### config.mk
export PLATFORM = sky130hd
export DESIGN_NAME = loopctr_unit
export DESIGN_NICKNAME = d
export VERILOG_FILES = /design/src/rtl/loopctr_pkg.sv /design/src/rtl/loopctr_decode.sv /design/src/rtl/loopctr_count.sv /design/src/rtl/loopctr_latch.sv /design/src/rtl/loopctr_unit.sv
export SDC_FILE = /design/constraint.sdc
export NUM_CORES = 1
export LEC_CHECK = 0
export ABC_AREA = 1
export CAP_MARGIN = 20
export CORE_AREA = 2 2 104 66
export DETAILED_ROUTE_END_ITERATION = 6
export DIE_AREA = 0 0 106 68
export PLACE_DENSITY = 0.86
export SLEW_MARGIN = 20
export SYNTH_ARGS = -nofsm -noshare
export SYNTH_HDL_FRONTEND = slang
export SYNTH_HIERARCHICAL = 1
export SYNTH_SLANG_ARGS = --single-unit
### constraint.sdc
create_clock -name clk -period 2.8 [get_ports clk]
set_input_delay 0.56 -clock clk [delete_from_list [all_inputs] [get_ports clk]]
set_output_delay 0.56 -clock clk [all_outputs]
set_load 0.01 [all_outputs]
### src/rtl/loopctr_pkg.sv
package loopctr_pkg;

  typedef enum logic [3:0] {
    OP_NOP        = 4'd0,
    OP_LOOP_DEC   = 4'd1,
    OP_LOOP_LATCH = 4'd2,
    OP_LOOP_LIT   = 4'd3,
    OP_RPT_LIT    = 4'd4,
    OP_RPT_LATCH  = 4'd5,
    OP_LATCH_HI   = 4'd6,
    OP_LATCH_LO   = 4'd7,
    OP_LATCH_FULL = 4'd8,
    OP_TAKE_LC    = 4'd9,
    OP_TAKE_RC    = 4'd10
  } op_e;

  typedef enum logic [1:0] {
    CSEL_NONE  = 2'd0,
    CSEL_DEC   = 2'd1,
    CSEL_LATCH = 2'd2,
    CSEL_LIT   = 2'd3
  } cnt_sel_e;

  typedef enum logic [2:0] {
    LSEL_NONE    = 3'd0,
    LSEL_HI      = 3'd1,
    LSEL_LO      = 3'd2,
    LSEL_FULL    = 3'd3,
    LSEL_TAKE_LC = 3'd4,
    LSEL_TAKE_RC = 3'd5
  } lat_sel_e;

  typedef struct packed {
    logic     fire;
    cnt_sel_e lc_sel;
    cnt_sel_e rc_sel;
    lat_sel_e lat_sel;
  } ctl_t;

endpackage

### src/rtl/loopctr_decode.sv
module loopctr_decode
  import loopctr_pkg::*;
(
  input  logic       op_valid,
  input  logic       exec_en,
  input  logic [3:0] op_code,
  output ctl_t       ctl
);

  op_e op;
  assign op = op_e'(op_code);

  always_comb begin
    ctl.fire    = op_valid & exec_en;
    ctl.lc_sel  = CSEL_NONE;
    ctl.rc_sel  = CSEL_NONE;
    ctl.lat_sel = LSEL_NONE;
    if (op_valid && exec_en) begin
      case (op)
        OP_LOOP_DEC:   ctl.lc_sel  = CSEL_DEC;
        OP_LOOP_LATCH: ctl.lc_sel  = CSEL_LATCH;
        OP_LOOP_LIT:   ctl.lc_sel  = CSEL_LIT;
        OP_RPT_LIT:    ctl.rc_sel  = CSEL_LIT;
        OP_RPT_LATCH:  ctl.rc_sel  = CSEL_LATCH;
        OP_LATCH_HI:   ctl.lat_sel = LSEL_HI;
        OP_LATCH_LO:   ctl.lat_sel = LSEL_LO;
        OP_LATCH_FULL: ctl.lat_sel = LSEL_FULL;
        OP_TAKE_LC:    ctl.lat_sel = LSEL_TAKE_LC;
        OP_TAKE_RC:    ctl.lat_sel = LSEL_TAKE_RC;
        default:       ;
      endcase
    end
  end

endmodule

### src/rtl/loopctr_count.sv
module loopctr_count
  import loopctr_pkg::*;
#(
  parameter int CNT_W = 6
) (
  input  logic             clk,
  input  logic             rst_n,
  input  logic             clr,
  input  cnt_sel_e         sel,
  input  logic             ext_dec,
  input  logic [CNT_W-1:0] lit_val,
  input  logic [CNT_W-1:0] lat_val,
  output logic [CNT_W-1:0] cnt_q,
  output logic             zero_q
);

  localparam logic [CNT_W-1:0] ONE = CNT_W'(1);

  logic [CNT_W-1:0] cnt_d;
  logic             zero_d;
  logic             upd;
  logic             want_dec;

  assign want_dec = (sel == CSEL_DEC) | ext_dec;

  always_comb begin
    cnt_d = cnt_q;
    upd   = 1'b0;
    if (clr) begin
      cnt_d = '0;
      upd   = 1'b1;
    end else if (sel == CSEL_LIT) begin
      cnt_d = lit_val;
      upd   = 1'b1;
    end else if (sel == CSEL_LATCH) begin
      cnt_d = lat_val;
      upd   = 1'b1;
    end else if (want_dec) begin
      cnt_d = zero_q ? '0 : (cnt_q - ONE);
      upd   = 1'b1;
    end
    zero_d = (cnt_d == '0);
  end

  always_ff @(posedge clk or negedge rst_n) begin
    if (!rst_n) begin
      cnt_q  <= '0;
      zero_q <= 1'b1;
    end else if (upd) begin
      cnt_q  <= cnt_d;
      zero_q <= zero_d;
    end
  end

  p_clear_wins_r5: assert property (@(posedge clk) disable iff (!rst_n)
    clr |=> (cnt_q == '0));

  p_no_wrap_r4: assert property (@(posedge clk) disable iff (!rst_n)
    (!clr && sel == CSEL_DEC && cnt_q == '0) |=> (cnt_q == '0));

  p_step_one_r7: assert property (@(posedge clk) disable iff (!rst_n)
    (!clr && sel == CSEL_NONE && ext_dec && cnt_q != '0) |=> (cnt_q == $past(cnt_q) - ONE));

  p_hold_r8: assert property (@(posedge clk) disable iff (!rst_n)
    (!clr && sel == CSEL_NONE && !ext_dec) |=> $stable(cnt_q));

  p_zero_flag_r14: assert property (@(posedge clk) disable iff (!rst_n)
    zero_q == (cnt_q == '0));

endmodule

### src/rtl/loopctr_latch.sv
module loopctr_latch
  import loopctr_pkg::*;
#(
  parameter int DATA_W = 37,
  parameter int LIT_W  = 19,
  parameter int LC_W   = 6,
  parameter int RC_W   = 6
) (
  input  logic              clk,
  input  logic              rst_n,
  input  lat_sel_e          sel,
  input  logic [LIT_W-1:0]  lit,
  input  logic [LC_W-1:0]   lc_val,
  input  logic [RC_W-1:0]   rc_val,
  output logic [DATA_W-1:0] latch_q,
  output logic              flag_q
);

  localparam int HI_W = DATA_W - LIT_W;
  localparam int EXT_W = DATA_W - LIT_W;

  logic [DATA_W-1:0] latch_d;
  logic              flag_d;
  logic              upd;

  always_comb begin
    latch_d = latch_q;
    flag_d  = flag_q;
    upd     = 1'b1;
    case (sel)
      LSEL_HI: begin
        latch_d[DATA_W-1 -: HI_W] = lit[HI_W-1:0];
        flag_d                    = lit[HI_W-1];
      end
      LSEL_LO: begin
        latch_d[LIT_W-1:0] = lit;
      end
      LSEL_FULL: begin
        latch_d = {{EXT_W{lit[LIT_W-1]}}, lit};
        flag_d  = lit[LIT_W-1];
      end
      LSEL_TAKE_LC: begin
        latch_d[LC_W-1:0] = lc_val;
      end
      LSEL_TAKE_RC: begin
        latch_d[RC_W-1:0] = rc_val;
      end
      default: upd = 1'b0;
    endcase
  end

  always_ff @(posedge clk or negedge rst_n) begin
    if (!rst_n) begin
      latch_q <= '0;
      flag_q  <= 1'b0;
    end else if (upd) begin
      latch_q <= latch_d;
      flag_q  <= flag_d;
    end
  end

  p_hi_keeps_low_r9: assert property (@(posedge clk) disable iff (!rst_n)
    (sel == LSEL_HI) |=> $stable(latch_q[LIT_W-1:0]) && (flag_q == $past(lit[HI_W-1])));

  p_lo_keeps_high_r10: assert property (@(posedge clk) disable iff (!rst_n)
    (sel == LSEL_LO) |=> $stable(latch_q[DATA_W-1:LIT_W]) && $stable(flag_q));

  p_take_lc_r12: assert property (@(posedge clk) disable iff (!rst_n)
    (sel == LSEL_TAKE_LC) |=> $stable(latch_q[DATA_W-1:LC_W]) && $stable(flag_q)
                              && (latch_q[LC_W-1:0] == $past(lc_val)));

  p_idle_hold_r13: assert property (@(posedge clk) disable iff (!rst_n)
    (sel == LSEL_NONE) |=> $stable(latch_q) && $stable(flag_q));

endmodule

### src/rtl/loopctr_unit.sv
module loopctr_unit
  import loopctr_pkg::*;
#(
  parameter int DATA_W = 37,
  parameter int LIT_W  = 19,
  parameter int LC_W   = 6,
  parameter int RC_W   = 6,
  parameter int SYNC_STAGES = 2
) (
  input  logic              clk,
  input  logic              rst_n,
  input  logic              op_valid,
  input  logic              exec_en,
  input  logic [3:0]        op_code,
  input  logic              op_repeats,
  input  logic [LIT_W-1:0]  literal,
  input  logic              lc_clear,
  output logic              rpt_again,
  output logic [LC_W-1:0]   lc_value,
  output logic              lc_zero,
  output logic [RC_W-1:0]   rc_value,
  output logic              rc_zero,
  output logic [DATA_W-1:0] latch_value,
  output logic              latch_flag
);

  logic [SYNC_STAGES-1:0] rst_sync;
  logic                   core_rst_n;

  always_ff @(posedge clk or negedge rst_n) begin
    if (!rst_n) rst_sync <= '0;
    else        rst_sync <= {rst_sync[SYNC_STAGES-2:0], 1'b1};
  end
  assign core_rst_n = rst_sync[SYNC_STAGES-1];

  ctl_t ctl;
  logic rc_step;

  loopctr_decode u_dec (
    .op_valid (op_valid),
    .exec_en  (exec_en),
    .op_code  (op_code),
    .ctl      (ctl)
  );

  assign rc_step   = ctl.fire & op_repeats & (ctl.rc_sel == CSEL_NONE) & ~rc_zero;
  assign rpt_again = rc_step;

  loopctr_count #(.CNT_W(LC_W)) u_lc (
    .clk     (clk),
    .rst_n   (core_rst_n),
    .clr     (lc_clear),
    .sel     (ctl.lc_sel),
    .ext_dec (1'b0),
    .lit_val (literal[LC_W-1:0]),
    .lat_val (latch_value[LC_W-1:0]),
    .cnt_q   (lc_value),
    .zero_q  (lc_zero)
  );

  loopctr_count #(.CNT_W(RC_W)) u_rc (
    .clk     (clk),
    .rst_n   (core_rst_n),
    .clr     (1'b0),
    .sel     (ctl.rc_sel),
    .ext_dec (rc_step),
    .lit_val (literal[RC_W-1:0]),
    .lat_val (latch_value[RC_W-1:0]),
    .cnt_q   (rc_value),
    .zero_q  (rc_zero)
  );

  loopctr_latch #(
    .DATA_W (DATA_W),
    .LIT_W  (LIT_W),
    .LC_W   (LC_W),
    .RC_W   (RC_W)
  ) u_latch (
    .clk     (clk),
    .rst_n   (core_rst_n),
    .sel     (ctl.lat_sel),
    .lit     (literal),
    .lc_val  (lc_value),
    .rc_val  (rc_value),
    .latch_q (latch_value),
    .flag_q  (latch_flag)
  );

  p_again_needs_count_r7: assert property (@(posedge clk) disable iff (!core_rst_n)
    rpt_again |-> (rc_value != '0));

  p_ignored_quiet_r13: assert property (@(posedge clk) disable iff (!core_rst_n)
    (!exec_en || !op_valid) |-> !rpt_again);

endmodule

==> impl_results.md <==
* Status: finished, violations left
* Violated checks: design-rule violations
* Synth Area in Compound Gates at 3.137%
* Initial Util at 50.80%
* Pins over their slew limit at 0
* Hold bufs inserted after CTS at 0
* Data required time of the critical path at 3.05 ns
* Sequential cell area fraction in the yosys report at 41.13%
* Antenna Nets Post-Route at 0
* Worst vdd ir at 390.1 uV
* Post-Synth Adder-Cell Area at 1.549%
* Placed Instances at 618
* Row count at 23
* Final core occ at 67.52%
* Max-cap violations at 0
* Commonest cells post-synth: nand2_1, nand3_1, nor2_1, dfrtp_1, inv_1
* Most common cell in the netlist: nand2_1
* Mean post-synth cell area at 7.179 um^2
* Simple-gate share of the synthesized area at 40.74%
* EDFF count, synth at 0
* Fin Hold WS at 0.3598 ns
* Syn-to-layout area delta at 32.92%
* Setup TNS at 0 ns
* Via/cell ratio at 5.214
* WL per Instance at 14.44 um
* WL final at 9052 um
* Synth top area cells: dfrtp_1, nand2_1, nand3_1
* # IOs at 82
* Chip width at 106 um
* Tcrit/Tclk final at 89.87%
* Tmin final at 2.516 ns
* Nets@finish at 572
* Synth Area in XOR/XNOR at 0%
* CTS buffer count at 5
* Post-synthesis mux area share at 4.531%
* Yosys top cell by area: dfrtp_1
* Peak Freq at 397.4 MHz
* Die ar. at 7208 um^2
* Crit path launch type: input pin
* Measured slew at the worst slew-check pin at 0.6462 ns
* Clock Sinks at 53
* Antenna cells at 0
* Static leakage at 2.192 nW
* RSZ-0062 raised after global routing: false
* Root buffer cell: clkbuf_8
* Crit path capture type: flip-flop
* Number of global-route vias before repair at 2959
* Post-synth top area share at 39.50%
* First-pass DRT Iterations at 7
* CP Max Fanout at 12
* Register-to-register setup slack at 0.99 ns
* FFs w/ async S/R, synth at 100.0%
* Tot GR Track Use at 24.97%
* Synth Register Bits at 53
* Remaining Overflow, GRT at 0
* Pwr/cell area at 591.1 nW/um^2
* Top FF cell, synth: dfrtp_1
* Share of layout cells above drive strength 1 at 11.85%
* Post-route insts no fill at 627
* Post-Syn Instances at 450
* Final HPWL DP at 6820 um
* Final hold vios at 0
* Largest family of logic cells by synthesized area: simple AND/OR/NAND/NOR gates
* Clk buf depth at 2
* Clk_skew at 0.009194 ns
* Routability cong. at 0.9163
* Final setup viols at 0
* First-pass GRT wire length at 14120 um
* CTS tree: done
* Yosys cell types at 30
* Initial antenna violation count at 0
* Largest net degree at the start of global routing at 52
* Port Buffers at 81
* Core Area at 6360 um^2
* H-tree Lvls at 2
* Worst Path Arrival at 2.77 ns
* Reg-to-Reg Start: u_rc/zero_q$_DFFE_PN1P_
* Clock Latency Late Sink at 0.32 ns
* Die Ht at 68 um
* Vias after detailed routing at 3269
* Synthesized area at 3231 um^2
* Worst-path clk slew at 0.10 ns
* Cells on worst reg2reg path at 14
* Hold WC Path Type: flip-flop to asynchronous set/reset pin
* Drt drc at 1
* R2r endpoint: u_rc/zero_q$_DFFE_PN1P_
* 1st-iter DRT viols at 317
* Ys Warns at 6
* Max transition margin at 56.92%
* Kind of critical path: input pin to flip-flop
-- sequential cells by signal, indices dropped and copies added, names as in the netlist --
signal / flops
u_latch/latch_q: 37
u_lc/zero_q: 1
u_lc/cnt_q: 6
u_rc/cnt_q: 6
u_rc/zero_q: 1
rst_sync: 2
-- what timing repair did --
action	4_1_cts	5_1_grt
endpoints found under the setup margin	0	1
setup buffers	0	1
gates resized for setup	0	2
-- per-layer routing --
layer  global-route usage [%]  share of wire [%]  vias to the layer above
met1                    37.10                 47                     1487
met5                    2.857                  0                        -
met2                    37.42                 43                      172
li1                         -                  -                     1592
met3                    4.857                9.1                       18
met4                    6.086                1.4                        0
-- worst max-delay path: stages --
cell and delay, ns:
clkdlybuf4s50_1 0.48, inv_1 0.09, nor2_4 0.11, nand2_1 0.10, nor3_2 0.21, buf_4 0.14
buf_4 0.13, nand2_2 0.08, nand2_2 0.21, nand3_1 0.13, nand3_1 0.11, nand2_1 0.05
nand2_1 0.08, nand2_1 0.08, nor2_1 0.09, nand2_1 0.05, nand2_1 0.07
-- layout by cell type, fill, tap and decap left out, types with 2 or more instances in the layout --
master,n
clkdlybuf4s50_1,80
nand3_4,2
nand4_1,10
o21ai_0,6
nor2_1,51
ha_1,4
o211ai_1,2
dfrtp_1,50
nand2_2,7
a21oi_2,3
buf_4,7
inv_2,7
nor2_2,4
o22ai_1,4
dfstp_2,2
clkbuf_8,6
nand3_1,55
mux2_2,13
nand2_1,161
inv_1,42
conb_1,7
buf_12,3
nor3_2,3
-- logic make-up (layout without fill, tap and decap cells) --
kind of cell             after synthesis  in the layout
AO/OA/AOI/OAI                         16             16
adder cells (fa/ha/maj)                4              4
buffers and inverters                 64            149
flip-flops                            53             53
multiplexers                          13             13
other                                  2              7
AND/OR/NAND/NOR                      298            298
-- area by class of cell --
type | count | area [um^2]
clock inverter | 2 | 13.76
fill | 501 | 2066
clock buffer | 6 | 82.58
timing repair buffer | 91 | 925.9
multi-input combinational | 338 | 1643
tap | 87 | 108.9
inverter | 50 | 187.7
sequential | 53 | 1333
-- power breakdown --
group	internal (W)	switching [W]
clock	0.000201	0.000256
sequential	0.000944	0.000174
combinational	0.000519	0.000445
-- metrics by stage --
stage	area [um^2]	setup slack (ns)	power, W
after CTS	4279	0.06367	0.002539
after detailed placement	4183	0.06770	0.002080
final	4294	0.2836	0.002538
after floorplan	3249	0.6794	0.001551
after global routing	4294	0.07417	0.002687
after global placement	4183	0.1015	0.002048
-- worst max path at each step --
stage | slack [ns] | cells past startpoint | to | from
after global routing | 0.07 | 19 | u_rc/zero_q$_DFFE_PN1P_ | op_code[2]
after global placement | 0.10 | 8 | rpt_again | op_code[3]
final | 0.28 | 17 | u_rc/zero_q$_DFFE_PN1P_ | op_code[2]
after detailed placement | 0.07 | 8 | rpt_again | op_code[3]
after CTS | 0.06 | 8 | rpt_again | op_code[3]
after floorplan | 0.68 | 18 | u_rc/zero_q$_DFFE_PN1P_ | op_code[2]
Power figures use the tool's default switching activity.
